===== config.mk =====
export PLATFORM = sky130hd
export DESIGN_NAME = sertx_ctrl
export DESIGN_NICKNAME = d
export VERILOG_FILES = /design/src/rtl/sertx_pkg.sv /design/src/rtl/sertx_div.sv /design/src/rtl/sertx_clkin.sv /design/src/rtl/sertx_fsm.sv /design/src/rtl/sertx_ctrl.sv
export SDC_FILE = /design/constraint.sdc
export NUM_CORES = 1
export LEC_CHECK = 0
export ABC_AREA = 1
export BUFFER_PORTS_ARGS = -buffer_cell sky130_fd_sc_hd__clkbuf_2
export CAP_MARGIN = 30
export CORE_MARGIN = 10
export CORE_UTILIZATION = 25
export CTS_CLUSTER_DIAMETER = 150
export DETAILED_ROUTE_END_ITERATION = 6
export GPL_TIMING_DRIVEN = 0
export SLEW_MARGIN = 20
export SYNTH_ARGS = -nofsm -noshare
export SYNTH_HDL_FRONTEND = slang
export SYNTH_SLANG_ARGS = --single-unit

===== constraint.sdc =====
create_clock -name clk -period 1.5 [get_ports clk]
set_input_delay 0.15 -clock clk [delete_from_list [all_inputs] [get_ports clk]]
set_output_delay 0.15 -clock clk [all_outputs]
set_load 0.05 [all_outputs]

===== src/rtl/sertx_pkg.sv =====
package sertx_pkg;

    typedef enum logic [2:0] {
        ST_IDLE,
        ST_ARM,
        ST_START,
        ST_DATA,
        ST_STOP,
        ST_SYNC
    } tx_state_e;

endpackage


===== src/rtl/sertx_div.sv =====
module sertx_div #(
    parameter int DIV_W = 4
) (
    input  logic clk,
    input  logic rst_n,
    input  logic base_tick,
    output logic bit_tick
);
    logic [DIV_W-1:0] cnt_q;

    always_ff @(posedge clk or negedge rst_n) begin
        if (!rst_n) begin
            cnt_q <= '0;
        end else if (base_tick) begin
            cnt_q <= cnt_q + 1'b1;
        end
    end

    // the count wraps after the last state; the tick marks that pulse
    assign bit_tick = base_tick && (&cnt_q);
endmodule


===== src/rtl/sertx_clkin.sv =====
module sertx_clkin #(
    parameter int SYNC_STAGES = 2
) (
    input  logic clk,
    input  logic rst_n,
    input  logic sclk_in,
    input  logic fall_sel,
    output logic edge_evt
);
    logic [SYNC_STAGES:0] pipe_q;

    always_ff @(posedge clk or negedge rst_n) begin
        if (!rst_n) begin
            pipe_q <= '1;
        end else begin
            pipe_q <= {pipe_q[SYNC_STAGES-1:0], sclk_in};
        end
    end

    logic now_lvl, old_lvl;
    assign now_lvl  = pipe_q[SYNC_STAGES-1];
    assign old_lvl  = pipe_q[SYNC_STAGES];
    assign edge_evt = fall_sel ? (old_lvl && !now_lvl) : (now_lvl && !old_lvl);
endmodule


===== src/rtl/sertx_fsm.sv =====
module sertx_fsm
    import sertx_pkg::*;
#(
    parameter int DATA_W = 8
) (
    input  logic              clk,
    input  logic              rst_n,
    input  logic              base_tick,
    input  logic              bit_tick,
    input  logic              ext_evt,
    input  logic              wr_en,
    input  logic [DATA_W-1:0] wr_data,
    input  logic              mode_sync,
    input  logic              len7,
    input  logic              sclk_ext,
    output logic              txd,
    output logic              sclk_q,
    output logic              busy,
    output logic              tx_done
);
    localparam int CW = $clog2(DATA_W + 1);
    localparam logic [CW-1:0] NB_FULL  = CW'(DATA_W);
    localparam logic [CW-1:0] NB_SHORT = CW'(DATA_W - 1);

    tx_state_e         state_q, state_n;
    logic [DATA_W-1:0] shreg_q;
    logic [CW-1:0]     idx_q;
    logic              len7_q;
    logic [CW-1:0]     nbits;
    logic              sh_evt;
    logic              int_fall;

    assign nbits    = len7_q ? NB_SHORT : NB_FULL;
    assign sh_evt   = sclk_ext ? ext_evt : (base_tick && !sclk_q);
    assign int_fall = !sclk_ext && base_tick && sclk_q;

    // state register
    always_ff @(posedge clk or negedge rst_n) begin
        if (!rst_n) begin
            state_q <= ST_IDLE;
        end else begin
            state_q <= state_n;
        end
    end

    // transitions
    always_comb begin
        state_n = state_q;
        unique case (state_q)
            ST_IDLE:  if (wr_en) state_n = mode_sync ? ST_SYNC : ST_ARM;
            ST_ARM:   if (bit_tick) state_n = ST_START;
            ST_START: if (bit_tick) state_n = ST_DATA;
            ST_DATA:  if (bit_tick && (idx_q == nbits)) state_n = ST_STOP;
            ST_STOP:  if (bit_tick) state_n = ST_IDLE;
            ST_SYNC:  if (sh_evt && (idx_q == NB_FULL)) state_n = ST_IDLE;
            default:  state_n = ST_IDLE;
        endcase
    end

    // registered outputs and datapath
    always_ff @(posedge clk or negedge rst_n) begin
        if (!rst_n) begin
            txd     <= 1'b1;
            sclk_q  <= 1'b1;
            busy    <= 1'b0;
            tx_done <= 1'b0;
            shreg_q <= '0;
            idx_q   <= '0;
            len7_q  <= 1'b0;
        end else begin
            tx_done <= 1'b0;
            unique case (state_q)
                ST_IDLE: begin
                    if (wr_en) begin
                        shreg_q <= wr_data;
                        len7_q  <= len7;
                        busy    <= 1'b1;
                        idx_q   <= '0;
                        sclk_q  <= 1'b1;
                    end
                end
                ST_ARM: begin
                    if (bit_tick) txd <= 1'b0;
                end
                ST_START: begin
                    if (bit_tick) begin
                        txd     <= shreg_q[0];
                        shreg_q <= shreg_q >> 1;
                        idx_q   <= CW'(1);
                    end
                end
                ST_DATA: begin
                    if (bit_tick) begin
                        if (idx_q == nbits) begin
                            txd <= 1'b1;
                        end else begin
                            txd     <= shreg_q[0];
                            shreg_q <= shreg_q >> 1;
                            idx_q   <= idx_q + 1'b1;
                        end
                    end
                end
                ST_STOP: begin
                    if (bit_tick) begin
                        busy    <= 1'b0;
                        tx_done <= 1'b1;
                    end
                end
                ST_SYNC: begin
                    if (int_fall) sclk_q <= 1'b0;
                    if (sh_evt) begin
                        sclk_q <= 1'b1;
                        if (idx_q == NB_FULL) begin
                            txd     <= 1'b1;
                            busy    <= 1'b0;
                            tx_done <= 1'b1;
                        end else begin
                            txd     <= shreg_q[0];
                            shreg_q <= shreg_q >> 1;
                            idx_q   <= idx_q + 1'b1;
                        end
                    end
                end
                default: ;
            endcase
        end
    end
endmodule


===== src/rtl/sertx_ctrl.sv =====
module sertx_ctrl #(
    parameter int DATA_W = 8,
    parameter int DIV_W  = 4
) (
    input  logic              clk,
    input  logic              rst_n,
    input  logic              base_tick,
    input  logic              wr_en,
    input  logic [DATA_W-1:0] wr_data,
    input  logic              mode_sync,
    input  logic              len7,
    input  logic              sclk_ext,
    input  logic              sclk_fall,
    input  logic              sclk_in,
    output logic              txd,
    output logic              sclk_out,
    output logic              sclk_oe,
    output logic              busy,
    output logic              tx_done
);
    logic bit_tick;
    logic ext_evt;

    sertx_div #(.DIV_W(DIV_W)) u_div (
        .clk       (clk),
        .rst_n     (rst_n),
        .base_tick (base_tick),
        .bit_tick  (bit_tick)
    );

    sertx_clkin #(.SYNC_STAGES(2)) u_clkin (
        .clk      (clk),
        .rst_n    (rst_n),
        .sclk_in  (sclk_in),
        .fall_sel (sclk_fall),
        .edge_evt (ext_evt)
    );

    sertx_fsm #(.DATA_W(DATA_W)) u_fsm (
        .clk       (clk),
        .rst_n     (rst_n),
        .base_tick (base_tick),
        .bit_tick  (bit_tick),
        .ext_evt   (ext_evt),
        .wr_en     (wr_en),
        .wr_data   (wr_data),
        .mode_sync (mode_sync),
        .len7      (len7),
        .sclk_ext  (sclk_ext),
        .txd       (txd),
        .sclk_q    (sclk_out),
        .busy      (busy),
        .tx_done   (tx_done)
    );

    assign sclk_oe = mode_sync && !sclk_ext;
endmodule


==> Yosys cells after proc, flatten, opt, wreduce, memory -nomap -nowiden <==
Cells that the tools add are included.
{ "word_totals": {"romBits": 0, "register_bits": 27, "ram_bits": 0, "mem_count": 0, "latch_bits": 0, "word_cells": 99} }
{ "op_classes": {"shift": 0, "eq_ne": 19, "muxes": 43, "n_mul": 0, "order_cmp": 0, "div": 0, "n_addsub": 2, "n_bitwise": 0, "n_reduce_logical": 25} }
{ "ops": {"columns": ["operator", "count"], "rows": [
  ["$mux 8", 6],
  ["$pmux 8 s4", 1],
  ["$mux 4", 7],
  ["$mux 3", 7],
  ["$pmux 3 s6", 1],
  ["$mux 1", 16],
  ["$ne 2x1->1 const B", 8],
  ["$pmux 4 s4", 1],
  ["$reduce_and 5->1", 2],
  ["$logic_and 1x1->1", 9],
  ["$add 4x1->4 const B", 2],
  ["$reduce_bool 4->1", 2],
  ["$reduce_and 7->1", 1],
  ["$eq 3x2->1 const B", 2],
  ["$eq 3x3->1 const B", 2],
  ["$ne 2x2->1 const B", 3],
  ["$reduce_and 6->1", 1],
  ["$eq 4x4->1", 1],
  ["$eq 4x4->1 const B", 1],
  ["$logic_not 1->1", 4],
  ["$pmux 1 s2", 2],
  ["$pmux 1 s4", 1],
  ["$reduce_and 4->1", 1],
  ["$eq 3x1->1 const B", 1],
  ["7 further kinds", 7]
]} }

==> Longest topological paths before layout <==
{ "logic_depth": {"depth_word": 7, "depth_mapped": 11} }

==> By module <==
A second synthesis with hierarchy kept.
{ "hier_totals": {"hier_cells": 225, "hier_area_um2": 1652.8} }
{ "by_module_without_submodules": {"columns": ["module", "seq_area_each_um2", "area_per_inst_um2", "cells_per_inst", "instances"], "rows": [
  ["sertx_fsm", 503.0, 1348.8, 194, 1],
  ["sertx_div", 100.1, 190.2, 20, 1],
  ["sertx_clkin", 78.8, 103.8, 9, 1],
  ["sertx_ctrl", 0.0, 10.0, 2, 1]
]} }

==> Worst setup path after synthesis <==
Ideal clock, no wire load.
{ "synth_timing": {"path_type": "reg-to-reg", "startpoint": "reg u_fsm.sclk_q", "endpoint": "reg u_fsm.idx_q[0]", "required_time_ps": 1383, "path_buffers": 1, "setup_slack_ps": 72, "t_arrival_ps": 1311, "stages_incl_launch_ff": 6, "setup_ps": 117, "cell_sequence": "dfstp_2 > nand3b_1 > nand3_2 > buf_2 > nand4_1 > nand2_1"} }
{ "synth_via": {"elab_chain_cells": 5} }
{ "synth_lines": {"columns": ["item", "line_no", "text"], "rows": [
  ["start: declaration", "sertx_fsm.sv:17", "output logic sclk_q,"],
  ["start signal: assignment", "sertx_fsm.sv:64", "sclk_q <= 1'b1;"],
  ["start signal: assignment", "sertx_fsm.sv:79", "sclk_q <= 1'b1;"],
  ["start signal: assignment", "sertx_fsm.sv:110", "if (int_fall) sclk_q <= 1'b0;"],
  ["$logic_not 1->1", "sertx_fsm.sv:34", "assign sh_evt = sclk_ext ? ext_evt : (base_tick && !sclk_q);"],
  ["$logic_and 1x1->1", "sertx_fsm.sv:34", null],
  ["$mux 1", "sertx_fsm.sv:34", null],
  ["$ne 2x1->1 (no source line)", null, null],
  ["$reduce_and 7->1 (no source line)", null, null],
  ["end signal: assignment", "sertx_fsm.sv:99", "idx_q <= idx_q + 1'b1;"],
  ["end signal: assignment", "sertx_fsm.sv:120", "idx_q <= idx_q + 1'b1;"],
  ["end: declaration", "sertx_fsm.sv:27", "logic [CW-1:0] idx_q;"]
]} }
Every way passes these cells.
A chain may end at the register's enable or synchronous reset.

==> Worst setup path after layout <==
{ "layout_timing": {"startpoint": "reg u_div.cnt_q[0]", "endpoint": "reg u_fsm.state_q[1]"} }
{ "layout_via": {"elab_chain_cells": 5, "elab_cells_between_ends": 8, "cone_classes": "4 x eq/ne; 4 x reduce/logical"} }
{ "layout_lines": {"columns": ["item", "line_no", "text"], "rows": [
  ["start: declaration", "sertx_div.sv:9", "logic [DIV_W-1:0] cnt_q;"],
  ["start signal: assignment", "sertx_div.sv:15", "cnt_q <= cnt_q + 1'b1;"],
  ["$reduce_and 4->1 *", "sertx_div.sv:20", "assign bit_tick = base_tick && (&cnt_q);"],
  ["$logic_and 1x1->1 *", "sertx_div.sv:20", null],
  ["$logic_and 1x1->1", "sertx_fsm.sv:53", "ST_DATA: if (bit_tick && (idx_q == nbits)) state_n = ST_STOP;"],
  ["$ne 2x1->1 (no source line)", null, null],
  ["$reduce_and 6->1 (no source line) *", null, null],
  ["end signal: assignment", "sertx_fsm.sv:42", "state_q <= state_n;"],
  ["end: declaration", "sertx_fsm.sv:25", "tx_state_e state_q, state_n;"]
]} }
Every way passes the cells marked *; elsewhere a longest branch is shown, timed or not.

==> run_results.csv <==
group,metric,value,unit
route,vias,1420,
cells_and_area,area_delta_synth_final,26.48,%
setup_path,cpMaxStageDelayCell,"dfrtp_1",
timing,slew_headroom,56.22,%
route,drc,0,
timing,finalHoldViolations,0,
setup_path,crit_chain,"ha_1, nand2_2, nor2_2, nor2_1, nor2_1, nand2_1, nor2_4, nand2_1, nand2_1, nand2_1",
clock_tree,clkLatencyLatePin,0.28,ns
timing,tns,0,ns
timing,post-route-min-period,1.478,ns
timing,max_freq,676.4,MHz
grt,overflow,0,
synth,async_flop_share,100.0,%
power_and_ir_drop,p_leak,0.001014,uW
clock_tree,clock_path_buffers,2,
synth,synth_warnings,0,
route,drt_first_pass_iters,5,
power_and_ir_drop,irDropWorstVdd,1.115,mV
timing,tightest_slew,0.6566,ns
die,ioPinCount,22,
die,dieArea,9820,um^2
clock_tree,cts_made_buffers,3,
cells_and_area,final_cells,318,
synth,synth_edf_count,0,
power_and_ir_drop,finalPower,3809,uW
synth,ys_seq_area_share,43.60,%
timing,grt_setup_unrepaired,"yes",
setup_path,crit_buf_inv,0,
grt,grt_pass1_wl,6.423,mm
setup_path,critPathCaptureType,"flip-flop",
synth,yosys.area.top_type_share,35.20,%
synth,synth_area_leader_cell,"dfrtp_1",
power_and_ir_drop,clock_power_share,11.0,%
grt,grt_pass1_vias,1445,
placement,place.gp.congestion,0.8096,
die,initial_core_util,26.11,%
placement,dp_hpwl,2.560,mm
route,drt_wl_total,3.572,mm
power_and_ir_drop,power_switching_share,45.56,%
setup_path,crit_path_frequent_cell,"nand2_1",
grt,groute.usage.overall,7.529,%
power_and_ir_drop,p_seq_share,33.2,%
synth,yosys_most_used_dff,"dfrtp_1",
clock_tree,clk_pin_slew,0.10,ns
timing,setup_viol,0,
power_and_ir_drop,p_switching,1735,uW
grt,grt_max_degree,28,
route,drt_iter0_drc,62,
timing,finalMaxSlewViolations,0,
cells_and_area,drive_gt1_share,31.69,%
power_and_ir_drop,power.density,1926,nW/um^2
cells_and_area,design_area,1978,um^2
setup_path,crit_fanout,4,
power_and_ir_drop,internal_power,2074,uW
die,core.rowCount,28,
clock_tree,numClockSinks,27,
clock_tree,cts_max_level,1,
outcome,status,"finished, final reports clean",
synth,synthCells,209,
synth,yosysUniqueCellTypes,28,
synth,avgSynthCellArea,7.483,um^2
power_and_ir_drop,p_comb_share,55.8,%
cells_and_area,utilization,33.02,%
route,viasPerCell,4.465,
die,die_h,99.10,um
setup_path,worstPathArrival,1.64,ns
die,fp.coreArea,5991,um^2
synth,syn_area,1564,um^2
placement,io_buffers,21,
route,ant_nets,0,
cells_and_area,num_antenna_cells,0,
synth,synth_commonest_cells,"nand2_1 (81), dfrtp_1 (22), inv_1 (19)",
synth,syn-num-nets,229,
route,wl_per_cell,11.23,um
synth,ys_ff_latch,27,
synth,synth_area_leaders,"dfrtp_1 (35%), nand2_1 (19%), dfstp_2 (8.4%), nand4_1 (5.6%), inv_1 (4.6%)",
setup_path,path_class,"flip-flop to flip-flop",
setup_path,crit_required,1.66,ns
setup_path,path_delay_family,"simple AND/OR/NAND/NOR gates",
cells_and_area,finalNetCount,264,
placement,place_area,1763,um^2
setup_path,slowest_delay,0.36,ns
grt,antenna_found_initial,0,
setup_path,worstSetupStartpointType,"flip-flop",
placement,placed_cells,305,
clock_tree,cts_tree,"yes",
clock_tree,cts_root_buffer,"clkbuf_8",
flow_run,maxCapViolations,0,
timing,period_share,98.55,%
die,die_w,99.10,um
timing,clock_skew,0.01122,ns
worst_hold_path,hold_class,"input port to flip-flop",
synth,yosysMostFrequentCell,"nand2_1",
-- power by group through the flow --
stage | combinational (uW) | clock, uW | sequential [uW]
final | 2130 | 419 | 1260
after global routing | 2410 | 467 | 1300
after CTS | 2020 | 436 | 1240
after detailed placement | 1790 | 0 | 1250
after global placement | 1770 | 0 | 1240
after floorplan | 1320 | 0 | 1340
-- worst paths after layout --
| check | startpoint | to | slack, ns | cells after the start |
|---|---|---|---|---|
| worst max-delay path | u_div.cnt_q[0]$_DFFE_PN0P_ | u_fsm.state_q[1]$_DFFE_PN0P_ | 0.02 | 10 |
| worst min-delay path | len7 | u_fsm.len7_q$_DFFE_PN0P_ | 0.08 | 3 |
| worst max register to register | u_div.cnt_q[0]$_DFFE_PN0P_ | u_fsm.state_q[1]$_DFFE_PN0P_ | 0.02 | 10 |
| worst min register to register | u_clkin.pipe_q[0]$_DFF_PN1_ | u_clkin.pipe_q[1]$_DFF_PN1_ | 0.36 | 0 |
| max in group asynchronous | rst_n | u_fsm.state_q[0]$_DFFE_PN0P_ | 0.61 | 2 |
| min in group asynchronous | rst_n | u_fsm.len7_q$_DFFE_PN0P_ | 0.42 | 2 |
-- layer usage --
| metal | up-vias | wire [um] | global-route usage [%] |
|---|---|---|---|
| li1 | 731 | - | - |
| met1 | 662 | 1797 | 9.706 |
| met2 | 20 | 1654 | 12.32 |
| met3 | 7 | 57 | 1.038 |
| met4 | 0 | 61 | 2.977 |
| met5 | - | 0 | 0 |
-- per-stage QoR --
stage,hold WS (ns),setup slack [ns]
2_1_floorplan,-0.1456,0.07162
4_1_cts,0.08146,-0.003826
6_report,0.07917,0.02168
3_3_place_gp,0.2284,-0.07440
5_1_grt,0.07725,-0.1010
3_5_place_dp,0.2269,-0.09075
-- logic make-up after synthesis --
logic type | Yosys count | synth area share, %
buffers and inverters | 29 | 8.320
DFF | 27 | 43.60
xor gates and xnor gates | 4 | 2.240
and+or+nand+nor | 132 | 38.16
muxes | 1 | 0.7199
AOI/OAI and AO/OA | 13 | 4.560
adders and majority gates | 3 | 2.400
-- flip-flops by register name (all words and copies together) (netlist names) --
signal / flops
u_fsm.tx_done: 1
u_fsm.idx_q: 4
u_fsm.busy: 1
u_clkin.pipe_q: 3
u_fsm.shreg_q: 8
u_fsm.state_q: 3
u_fsm.txd: 1
u_fsm.len7_q: 1
u_fsm.sclk_q: 1
u_div.cnt_q: 4
-- worst reg2reg max path, delay by kind of cell, from the launching register on --
kind | cells | cell delay, ns
flops | 1 | 0.36
fa+ha+maj | 1 | 0.17
simple gates | 9 | 0.86
-- cell usage in the layout, fill, tap and decap left out --
| cell type | netlist | layout |
|---|---|---|
| dfrtp_2 | 0 | 3 |
| buf_6 | 1 | 3 |
| inv_2 | 4 | 6 |
| clkbuf_1 | 0 | 1 |
| o21ai_2 | 0 | 1 |
| nand2_1 | 81 | 72 |
| ha_4 | 0 | 1 |
| inv_1 | 19 | 16 |
| or2_2 | 1 | 1 |
| ha_1 | 3 | 2 |
| nand3_4 | 0 | 3 |
| a21oi_1 | 4 | 4 |
| nand2_2 | 1 | 10 |
| nand3b_1 | 1 | 1 |
| o21ai_0 | 5 | 4 |
| o21ai_1 | 1 | 1 |
| buf_4 | 3 | 9 |
| a22oi_1 | 1 | 1 |
| inv_4 | 0 | 1 |
| xor2_1 | 1 | 1 |
| o21a_1 | 1 | 1 |
| clkbuf_2 | 0 | 21 |
| o22ai_1 | 1 | 1 |
| nor3b_1 | 1 | 1 |
| nor2_1 | 17 | 14 |
| nand3_2 | 5 | 2 |
| nor2_2 | 2 | 3 |
| dfrtp_1 | 22 | 19 |
| dfstp_2 | 5 | 5 |
| mux2_2 | 1 | 1 |
| clkbuf_8 | 0 | 3 |
| nor2_4 | 1 | 3 |
| nand4_1 | 14 | 14 |
| nand3_1 | 8 | 8 |
| xnor2_1 | 3 | 3 |
| clkbuf_4 | 0 | 1 |
| dlygate4sd3_1 | 0 | 2 |
-- cell type report --
cell class | instances | area, um^2
inverters | 23 | 88.84
clock buffers | 4 | 45.04
repair buffers | 30 | 181.4
fillers | 654 | 4013
flip-flops and latches | 27 | 685.7
multi-input cells | 153 | 830.8
plain buffers | 6 | 52.55
well taps | 75 | 93.84
-- timing repair --
item	4_1_cts	5_1_grt
endpoints found under the hold margin	23	0
setup buffers	5	1
hold buffers	2	0
endpoints found under the setup margin	15	17
gates cloned	1	0
resized for setup	18	15
pin swaps	4	2
No activity file was read; power rests on OpenSTA's default activity.
